$ cat src/rtl/snd_test_pkg.sv
package snd_test_pkg;
  localparam int unsigned ADDR_W = 5;
  localparam int unsigned DATA_W = 8;
  localparam int unsigned VOL_W  = 4;
  localparam int unsigned DMC_W  = 7;
  localparam int unsigned STEP_W = 5;
  localparam int unsigned FRZ_BIT = 7;

  localparam logic [ADDR_W-1:0] OFS_STATUS = 5'h15;
  localparam logic [ADDR_W-1:0] OFS_PAD0   = 5'h16;
  localparam logic [ADDR_W-1:0] OFS_PAD1   = 5'h17;
  localparam logic [ADDR_W-1:0] OFS_SQR    = 5'h18;
  localparam logic [ADDR_W-1:0] OFS_TN     = 5'h19;
  localparam logic [ADDR_W-1:0] OFS_DMC    = 5'h1A;

  typedef struct packed {
    logic status;
    logic pad0;
    logic pad1;
    logic sqr;
    logic tn;
    logic dmc;
  } sel_t;
endpackage

$ cat src/rtl/snd_test_decode.sv
module snd_test_decode
  import snd_test_pkg::*;
(
  input  logic              test_en_i,
  input  logic [ADDR_W-1:0] addr_i,
  output sel_t              sel_o
);
  always_comb begin
    sel_o        = '0;
    sel_o.status = (addr_i == OFS_STATUS);
    sel_o.pad0   = !test_en_i && (addr_i == OFS_PAD0);
    sel_o.pad1   = !test_en_i && (addr_i == OFS_PAD1);
    sel_o.sqr    = test_en_i && (addr_i == OFS_SQR);
    sel_o.tn     = test_en_i && (addr_i == OFS_TN);
    sel_o.dmc    = test_en_i && (addr_i == OFS_DMC);
  end
endmodule

$ cat src/rtl/snd_test_rdmux.sv
module snd_test_rdmux
  import snd_test_pkg::*;
(
  input  logic              test_en_i,
  input  logic              rd_i,
  input  sel_t              sel_i,
  input  logic [VOL_W-1:0]  pulse_a_dac_i,
  input  logic [VOL_W-1:0]  pulse_b_dac_i,
  input  logic [VOL_W-1:0]  tri_dac_i,
  input  logic [VOL_W-1:0]  noise_dac_i,
  input  logic [DMC_W-1:0]  dmc_dac_i,
  input  logic [DATA_W-1:0] pad0_i,
  input  logic [DATA_W-1:0] pad1_i,
  output logic [DATA_W-1:0] rdata_o,
  output logic              bus_cut_o
);
  localparam int unsigned DMC_PAD = DATA_W - DMC_W;

  logic [DATA_W-1:0] sqr_byte, tn_byte, dmc_byte;

  assign sqr_byte = {pulse_b_dac_i, pulse_a_dac_i};
  assign tn_byte  = {noise_dac_i, tri_dac_i};
  assign dmc_byte = {{DMC_PAD{1'b0}}, dmc_dac_i};

  always_comb begin
    rdata_o = '0;
    if (rd_i) begin
      unique case (1'b1)
        sel_i.sqr:  rdata_o = sqr_byte;
        sel_i.tn:   rdata_o = tn_byte;
        sel_i.dmc:  rdata_o = dmc_byte;
        sel_i.pad0: rdata_o = pad0_i;
        sel_i.pad1: rdata_o = pad1_i;
        default:    rdata_o = '0;
      endcase
    end
  end

  // test mode isolates the whole window, otherwise only the status offset
  assign bus_cut_o = rd_i && (test_en_i || sel_i.status);
endmodule

$ cat src/rtl/snd_test_ctrl.sv
module snd_test_ctrl
  import snd_test_pkg::*;
(
  input  logic              clk_i,
  input  logic              rst_ni,
  input  logic              test_en_i,
  input  logic              wr_i,
  input  logic              hit_i,
  input  logic [DATA_W-1:0] wdata_i,
  output logic              freeze_o,
  output logic              seq_load_o,
  output logic [STEP_W-1:0] seq_step_o
);
  logic load_en;
  logic freeze_q;

  assign load_en = wr_i && hit_i && test_en_i;

  always_ff @(posedge clk_i or negedge rst_ni) begin
    if (!rst_ni) begin
      freeze_q   <= 1'b0;
      seq_load_o <= 1'b0;
      seq_step_o <= '0;
    end else begin
      seq_load_o <= load_en;
      if (load_en) seq_step_o <= wdata_i[STEP_W-1:0];
      if (!test_en_i)   freeze_q <= 1'b0;
      else if (load_en) freeze_q <= wdata_i[FRZ_BIT];
    end
  end

  assign freeze_o = freeze_q && test_en_i;
endmodule

$ cat src/rtl/snd_test_port.sv
module snd_test_port
  import snd_test_pkg::*;
(
  input  logic              clk_i,
  input  logic              rst_ni,
  input  logic              test_en_i,
  input  logic [ADDR_W-1:0] addr_i,
  input  logic              rd_i,
  input  logic              wr_i,
  input  logic [DATA_W-1:0] wdata_i,
  output logic [DATA_W-1:0] rdata_o,
  input  logic [VOL_W-1:0]  pulse_a_dac_i,
  input  logic [VOL_W-1:0]  pulse_b_dac_i,
  input  logic [VOL_W-1:0]  tri_dac_i,
  input  logic [VOL_W-1:0]  noise_dac_i,
  input  logic [DMC_W-1:0]  dmc_dac_i,
  input  logic [DATA_W-1:0] pad0_i,
  input  logic [DATA_W-1:0] pad1_i,
  output logic              freeze_o,
  output logic              seq_load_o,
  output logic [STEP_W-1:0] seq_step_o,
  output logic              bus_cut_o
);
  sel_t sel;

  snd_test_decode u_decode (
    .test_en_i (test_en_i),
    .addr_i    (addr_i),
    .sel_o     (sel)
  );

  snd_test_rdmux u_rdmux (
    .test_en_i     (test_en_i),
    .rd_i          (rd_i),
    .sel_i         (sel),
    .pulse_a_dac_i (pulse_a_dac_i),
    .pulse_b_dac_i (pulse_b_dac_i),
    .tri_dac_i     (tri_dac_i),
    .noise_dac_i   (noise_dac_i),
    .dmc_dac_i     (dmc_dac_i),
    .pad0_i        (pad0_i),
    .pad1_i        (pad1_i),
    .rdata_o       (rdata_o),
    .bus_cut_o     (bus_cut_o)
  );

  snd_test_ctrl u_ctrl (
    .clk_i      (clk_i),
    .rst_ni     (rst_ni),
    .test_en_i  (test_en_i),
    .wr_i       (wr_i),
    .hit_i      (sel.dmc),
    .wdata_i    (wdata_i),
    .freeze_o   (freeze_o),
    .seq_load_o (seq_load_o),
    .seq_step_o (seq_step_o)
  );
endmodule

$ cat config.mk
export PLATFORM = sky130hd
export DESIGN_NAME = snd_test_port
export DESIGN_NICKNAME = d
export VERILOG_FILES = /design/src/rtl/snd_test_pkg.sv /design/src/rtl/snd_test_decode.sv /design/src/rtl/snd_test_rdmux.sv /design/src/rtl/snd_test_ctrl.sv /design/src/rtl/snd_test_port.sv
export SDC_FILE = /design/constraint.sdc
export NUM_CORES = 1
export LEC_CHECK = 0
export BUFFER_PORTS_ARGS = -buffer_cell sky130_fd_sc_hd__buf_2
export CAP_MARGIN = 20
export CORE_MARGIN = 2
export CORE_UTILIZATION = 35
export CTS_CLUSTER_DIAMETER = 50
export DETAILED_ROUTE_END_ITERATION = 8
export PLACE_DENSITY = 0.79
export SLEW_MARGIN = 10
export SYNTH_ARGS = -nofsm -noshare
export SYNTH_HDL_FRONTEND = slang
export SYNTH_SLANG_ARGS = --single-unit
$ cat constraint.sdc
create_clock -name clk_i -period 2.4 [get_ports clk_i]
set_input_delay 0.6 -clock clk_i [delete_from_list [all_inputs] [get_ports clk_i]]
set_output_delay 0.6 -clock clk_i [all_outputs]
set_load 0.05 [all_outputs]
==> out/results.tsv <==
metric	value	unit
Post-CTS Setup Bufs	0	
Pleak	0.0006200	uW
nets	214	
Max clock buf depth	2	
Worst R2R End	u_ctrl.freeze_q	
most common cell in the synthesized netlist	mux2_2	
CTS root buffer	clkbuf_4	
Seq/Total Area, Yosys	0.2389	
Final Slew Violations	0	
critical-path maximum fanout	12	
yosys synthesis warning count	0	
CTS sink count	7	
Synth Register Bits	7	
Worst Setup SP	addr_i[1]	
Hold Crit Class	in2async	
crit path cell chain	buf_2, buf_12, mux2_2, o21ai_1, a21oi_2, buf_4	
FF+latch area	175.2	sq um
layout cells sized above 1	0.7115	
Gate Count Post-Synth	82	
R2R cell count	2	
Die X	49.77	um
Die H	49.77	um
min cycle time layout	2.314	ns
Worst path slowest cell	mux2_2	
maximum number of pins on one net before global-route repair	15	
hold violation count in the final report	0	
I/O pin count	73	
final setup margin	0.08620	ns
total gr overflow	0	
critical path data arrival time	1.71	ns
drt first pass iters	4	
Startpoint Class	input port	
r2r setup slk	1.52	ns
ant diodes	0	
ANT nets after route	0	
final wirelength	2.243	mm
Post-synth EDFFs	0	
Design Power	436.9	uW
worst vdd ir	0.2810	mV
CP Capture Point	rdata_o[5]	
CTS Buf Count	3	
routed vias	876	
worst reg2reg startpoint	u_ctrl.freeze_q	
Final HPWL DP	1.891	mm
vias in the first global route	845	
die area	0.002477	sq mm
GPL Wtd Cong	0.7214	
DRT iter0 DRCs	4	
H-tree depth	1	
post-place setup slack	-0.02231	ns
Bufs and invs on worst path	3	
Area contributors post-synth	mux2_2 (32%), dfrtp_1 (24%), a21oi_1 (10%), nand2b_1 (6.0%), nand2_1 (4.6%)	
status	finished, final reports clean	
Post-synth top flop	dfrtp_1	
Initial Utilization	0.3737	
final setup fails	0	
first-pass GRT wire length	3.684	mm
Global Route Usage Sum	0.1982	
Yosys cell types	20	
Worst-Margin Slew	0.3501	ns
CP Class	in2out	
PortBufs	70	
Max Cap Violations	0	
clock latency at the later pin of the worst-skew pair	0.25	ns
Avg WL per Cell	12.26	um
crit share post-route	0.9641	
crit-path max cell delay	0.32	ns
CP Depth	6	
Synth Cell Area	733.2	sq um
P per Cell Area	352.0	mW/mm^2
slew margin rel.	0.7641	
Area growth syn-to-layout	69.28	%
Mean Syn Cell Area	8.942	sq um
Multi-input gate area	571.8	sq um
clock skew	0	ns
Peak Freq	0.4322	GHz
TritonCTS clock tree	built	
vias per std cell	4.787	
top post-synthesis cells by count	mux2_2 (21), a21oi_1 (15), nand2_1 (9)	
FFs w/ async S/R, synth	1.000	
Cell Rows	16	
RSZ-0062 raised after global routing	no	
Synth top area share	0.3225	
Setup crit end kind	output pin	
Worst EP required	1.80	ns
Fillers	197	
initial antenna violation count	0	
syn nets	139	
cell taking the most area after synthesis	mux2_2	
clock slew at reported path FFs	0.05	ns
CP delay by family, top	buffers and inverters	
post-detailed-route DRC marker count	0	
core area	0.001962	sq mm
metrics by stage:
| step | setup TNS, ns | cells | hold WS, ns | area (sq um) | util |
|---|---|---|---|---|---|
| 2_1_floorplan | -0.6851 | 82 | 0.3044 | 762.0 | - |
| 3_3_place_gp | 0 | 179 | 0.4318 | 1186 | 0.6046 |
| 3_5_place_dp | -0.03502 | 179 | 0.4406 | 1186 | 0.6046 |
| 4_1_cts | 0 | 183 | 0.1626 | 1230 | 0.6269 |
| 5_1_grt | 0 | 183 | 0.1634 | 1241 | 0.6327 |
| 6_report | 0 | 183 | 0.1650 | 1241 | 0.6327 |
how the worst min path moves through the flow:
| stage | start | endpoint | slack [ns] | depth (start not counted) |
|---|---|---|---|---|
| after detailed placement | rst_ni | u_ctrl.seq_step_o[0] | 0.44 | 1 |
| after floorplan | rst_ni | u_ctrl.freeze_q | 0.30 | 0 |
| final | rst_ni | u_ctrl.seq_step_o[1] | 0.16 | 1 |
| after CTS | rst_ni | u_ctrl.freeze_q | 0.16 | 1 |
| after global placement | rst_ni | u_ctrl.freeze_q | 0.43 | 1 |
| after global routing | rst_ni | u_ctrl.seq_step_o[0] | 0.16 | 1 |
repair_timing:
action                                  in CTS  in global routing
resized for setup                            8                  3
endpoints found under the setup margin       7                  7
hold buffers                                 0                  0
kinds of logic (layout without fill, tap and decap cells):
group / count (synthesis) / count (layout) / share of synthesized area
AOI/OAI and AO/OA: 24 / 24 / 0.1724
and+or+nand+nor: 24 / 24 / 0.2218
DFF: 7 / 7 / 0.2389
buffers and inverters: 5 / 79 / 0.03071
muxes: 22 / 22 / 0.3362
placed cells by master (no fill, tap or decap):
cell / count
nand3b_1: 1
o21ai_0: 3
buf_6: 1
nand4b_4: 1
nand2_1: 9
a21oi_2: 7
nand2b_1: 7
clkbuf_1: 1
and2_1: 1
nor3_1: 1
nor3b_1: 1
buf_12: 2
clkbuf_4: 3
a21oi_1: 8
mux2i_1: 1
nor3_4: 1
o21ai_4: 1
buf_2: 63
buf_4: 9
o21a_1: 1
nor3b_2: 1
mux2_2: 21
dfrtp_1: 7
o21ai_1: 4
nor2b_2: 1
power by group:
group          switching, uW  internal (uW)  leakage [uW]
registers               5.05            130     0.0000943
logic                    106           87.2      0.000511
clock network           45.5           63.6     0.0000150
total                    157            280      0.000620
sequential cells by signal, indices dropped and copies added (netlist names):
signal and count:
u_ctrl.seq_step_o 5, u_ctrl.seq_load_o 1, u_ctrl.freeze_q 1
area by class of cell:
type | instances | area share
flip-flops and latches | 7 | 0.1411
multi-input cells | 70 | 0.4607
well taps | 27 | 0.02722
clock buffers | 4 | 0.02117
repair buffers | 75 | 0.3498
layer usage:
metal	global-route usage	wire length, um
met5	0	0
met3	0.03939	119
met1	0.2392	898
met2	0.3289	1171
met4	0.1065	54
Note: power is estimated with default switching activity, not from simulation.
